--- config.mk ---
export PLATFORM = sky130hd
export DESIGN_NAME = bsy_txerr_ctrl
export DESIGN_NICKNAME = d
export VERILOG_FILES = /design/src/rtl/bsy_txerr_ctrl.sv
export SDC_FILE = /design/constraint.sdc
export NUM_CORES = 1
export LEC_CHECK = 0
export BUFFER_PORTS_ARGS = -buffer_cell sky130_fd_sc_hd__clkbuf_2
export CAP_MARGIN = 0
export CELL_PAD_IN_SITES_DETAIL_PLACEMENT = 1
export CELL_PAD_IN_SITES_GLOBAL_PLACEMENT = 1
export CORE_AREA = 2 2 39 41
export DETAILED_ROUTE_END_ITERATION = 6
export DIE_AREA = 0 0 41 43
export PLACE_DENSITY = 0.46
export SLEW_MARGIN = 40
export SYNTH_ARGS = -nofsm -noshare
export SYNTH_HDL_FRONTEND = slang
export SYNTH_SLANG_ARGS = --single-unit
--- constraint.sdc ---
create_clock -name clk -period 2.95 [get_ports clk]
set_input_delay 0.1475 -clock clk [delete_from_list [all_inputs] [get_ports clk]]
set_output_delay 0.1475 -clock clk [all_outputs]
set_load 0.01 [all_outputs]
--- src/rtl/bsy_txerr_ctrl.sv ---
module bsy_txerr_ctrl (
  input  logic clk,
  input  logic rst_n,
  input  logic frame_active,
  input  logic byte_req,
  input  logic byte_valid,
  input  logic esc_pair,
  input  logic cts,
  input  logic restart,
  input  logic ack,
  input  logic irq_en,
  output logic send_en,
  output logic buf_close,
  output logic stat_underrun,
  output logic stat_ctslost,
  output logic irq
);

  logic halted;
  logic flt_un, flt_cts, flt_any;

  assign flt_cts = !halted && frame_active && !cts;
  assign flt_un  = !halted && frame_active && byte_req && !byte_valid && !esc_pair;
  assign flt_any = flt_cts || flt_un;
  assign send_en = !halted;

  always_ff @(posedge clk or negedge rst_n) begin
    if (!rst_n) begin
      halted        <= 1'b0;
      buf_close     <= 1'b0;
      stat_underrun <= 1'b0;
      stat_ctslost  <= 1'b0;
      irq           <= 1'b0;
    end else begin
      if (flt_any)
        halted <= 1'b1;
      else if (restart)
        halted <= 1'b0;
      buf_close     <= flt_any;
      irq           <= flt_any && irq_en;
      stat_ctslost  <= flt_cts || (stat_ctslost && !ack);
      stat_underrun <= (flt_un && !flt_cts) || (stat_underrun && !ack);
    end
  end

endmodule

; ---- Word-level counts from Yosys, hierarchy flattened
; Index checks and enable logic that the tools add are counted.
[totals]
register_bits = 5
latchBits = 0
mem_bits_rw = 0
mem_bits_ro = 0
word_cells = 26
mem_count = 0
[op_classes]
add_sub_neg = 0
n_mul = 0
div = 0
order_cmp = 0
n_eq_ne = 0
shifts = 0
mux = 2
n_bitwise = 0
reduce_logical = 19
[ops]
columns = operator, n
row1 = 1-bit logical AND, 9
row2 = 1-bit logical NOT, 6
row3 = 1-bit logical OR, 3
row4 = 1-bit 2-to-1 mux, 2
row5 = 2-bit nonzero test, 1

; ---- Logic depth before layout (Yosys ltp)
[depth]
ltp_word = 7
ltp_mapped = 2
depth_no_buf = 2

; ---- Worst setup path before layout
; OpenSTA, ideal clock, no wires.
[synth_path]
kind = register to register
from = register halted
to = register halted
setup_ns = 0.090
arrival_time_ns = 0.866
t_required_ns = 2.860
slack_ns = 1.994
stages_incl_launch_ff = 3
n_path_buf = 0
cell_sequence = dfrtp_1 -> or3b_2 -> o221ai_1
[synth_between]
elab_chain_len = 7
word_cells_on_any_way = 9
[synth_lines]
columns = element, line_no
row1 = "start, declared", 19  ; logic halted;
row2 = "start signal, assigned", 29  ; halted <= 1'b0;
row3 = "start signal, assigned", 36  ; halted <= 1'b1;
row4 = "start signal, assigned", 38  ; halted <= 1'b0;
row5 = 1-bit logical NOT *, "22, 23"
row6 = 1-bit logical AND *, "22, 23"
row7 = 1-bit logical AND (3 in series), 23  ; assign flt_un = !halted && frame_active && byte_req && !byte_valid && !esc_pair;
row8 = 1-bit logical OR *, 24  ; assign flt_any = flt_cts || flt_un;
row9 = 1-bit 2-to-1 mux or 2-bit nonzero test (tied branches), --
; Mark *: on every way between the ends. The rest lies on a longest branch, timed or not.
; A chain may end at the register's enable or synchronous reset.

; ---- Worst setup path in the final report
; Same ends and word-level chain as after synthesis.

==> impl_metrics.tcl <==
set metrics [dict create \
    synthCells 18 \
    timing.fmax_mhz 982 \
    startpoint_type "flop" \
    fin_crit_sh 0.345 \
    grt_pass1_vias 227 \
    vias 206 \
    gp_congestion 0.671 \
    required_ns 3.10 \
    vias_per_cell 3.89 \
    multi_input_area_um2 73.8 \
    drv_slew 0 \
    clockRootBuffer "clkbuf_4" \
    period_minus_slack_ns 1.02 \
    crit_type "flop to flop" \
    register_area_um2 125 \
    worst_path_largest_cell_delay_ns 0.46 \
    drive_above_1_share 0.568 \
    cts_buffer_depth 2 \
    crit_arrival_ns 1.17 \
    synth.cell_area_um2 218 \
    post_cts_buffers 0 \
    cts_sinks 5 \
    synth_top_area_frac 0.575 \
    avgSynthCellArea_um2 12.1 \
    dpl_cell_area_um2 308 \
    ant_nets 0 \
    htree_levels 1 \
    die_y_um 43 \
    tritoncts "yes" \
    antenna_found_initial 0 \
    dp_cells 48 \
    grt_first_pass_wirelength_um 876 \
    cp_slowest_cell "or3b_2" \
    grt_overflow_total 0 \
    syn-num-nets 28 \
    num_antenna_cells 0 \
    outcome "finished, final reports clean" \
    powerDensity_nw_per_um2 541 \
    drt-initial-drc-count 2 \
    pre_cts_ws_ns 1.92 \
    holdCritPathClass "primary input to flop" \
    max_cap_viol_count 0 \
    portBuffers 14 \
    finalNonFillerCells 53 \
    worstSetupEndpointType "flop" \
    crit_chain "or3b_2, o221ai_1" \
    setup_viol 0 \
    slew_headroom 0.874 \
    num-fill-cells 170 \
    core_um2 1380 \
    cts-buffers-inserted 3 \
    drt_pre_antenna_iters 2 \
    synth_cell_type_count 10 \
    yosysWarnings 0 \
    grt.total_usage 0.0785 \
    totalWireLength_um 531 \
    path_clk_slew_ns 0.04 \
    ys_ff_latch 5 \
    num_io_pins 15 \
    nets 48 \
    final.setup.tns_ns 0 \
    final_area_um2 344 \
    timing.clock.skew_ns 0.00153 \
    areaGrowthSynthToFinish_pct 58.0 \
    die_area_um2 1760 \
    peakVddDrop_uv 209 \
    routedWlPerCell_um 10.0 \
    drc 0 \
    ys_top_cells_by_area "dfrtp_1 (57%), inv_1 (8.6%), o32ai_2 (7.5%), a211oi_2 (5.7%), or3b_4 (5.2%)" \
    grt_max_degree 6 \
    hold_viol 0 \
    worst_pin_slew_ns 0.189 \
    crit_fanout 3 \
    timing.final.ws_setup_ns 1.93 \
    initial_utilization 0.157 \
    p_leak_nw 0.180 \
    dieWidth_um 41 \
    num_rows 14 \
    clk_latency_ns 0.24 \
    seq_area_frac_synth 0.575 \
    synth_top_area_cell "dfrtp_1" \
    whs_ns 0.114 \
    rsz0062_at_grt "no" \
]
## synthesized netlist by cell type
cell type  number
dfrtp_1         5
inv_1           5
a211oi_2        1
a21oi_1         1
nand2b_1        1
o21ai_0         1
o221ai_1        1
o32ai_2         1
or3b_2          1
or3b_4          1
## state kept, by name, indices dropped and copies added (netlist names)
register,count
stat_underrun,1
buf_close,1
halted,1
irq,1
stat_ctslost,1
## timing repair
item | 4_1_cts | 5_1_grt
hold buffers | 1 | 0
hold endpoints to repair | 5 | 0
gates resized for setup | 0 | 0
## placed cells by master (no fill, tap or decap)
master / count
clkbuf_1: 1
clkbuf_4: 3
a211oi_2: 1
o21ai_0: 1
inv_1: 5
or3b_2: 1
o221ai_1: 1
or3b_4: 1
dlygate4sd3_1: 1
dfrtp_1: 5
a21oi_1: 1
clkbuf_2: 14
o32ai_2: 1
nand2b_1: 1
## final cells by class
cell class | instances | share of cell area
tap | 16 | 0.0582
timing repair buffer | 15 | 0.233
multi-input combinational | 8 | 0.215
clock buffer | 4 | 0.0764
sequential | 5 | 0.364
inverter | 5 | 0.0545
## path summary, 6_finish.rpt
| path | start | endpoint | slack [ns] | cells after the start |
|---|---|---|---|---|
| min in group asynchronous | rst_n | buf_close | 0.26 | 2 |
| max | halted | halted | 1.93 | 2 |
| min | irq_en | irq | 0.11 | 3 |
| min reg2reg | stat_underrun | stat_underrun | 0.52 | 2 |
| max in group asynchronous | rst_n | stat_ctslost | 2.56 | 2 |
| max reg2reg | halted | halted | 1.93 | 2 |
## power breakdown
part / switching, W / internal [W] / total (W)
logic: 0.0000161 / 0.0000149 / 0.0000309
registers: 0.00000259 / 0.0000747 / 0.0000773
clock network: 0.0000269 / 0.0000511 / 0.0000779
total: 0.0000455 / 0.000141 / 0.000186
## metrics by stage
step                      utilization  total power [W]
after global placement          0.222         0.000109
after floorplan                     -        0.0000924
after global routing            0.249         0.000203
after detailed placement        0.222         0.000109
final                           0.249         0.000186
after CTS                       0.249         0.000192
## cells by family after synthesis
logic type / synth area share
DFF: 0.575
AOI/OAI and AO/OA: 0.218
buffers and inverters: 0.0862
and+or+nand+nor: 0.121
## layer usage
layer	routed length [µm]	vias up	part of all wire	global-route usage
met1	174	103	0.33	0.0712
li1	-	98	-	-
met4	0	0	0	0.0600
met3	28	0	0.053	0.0471
met5	0	-	0	0
met2	328	5	0.62	0.119
## worst max-delay path: cells and delay by family, from the launching register on
kind               cells  cell delay, ns
AOI/OAI and AO/OA      1            0.09
and+or+nand+nor        1            0.46
DFF                    1            0.38
Note: power is estimated with default switching activity, not from simulation.
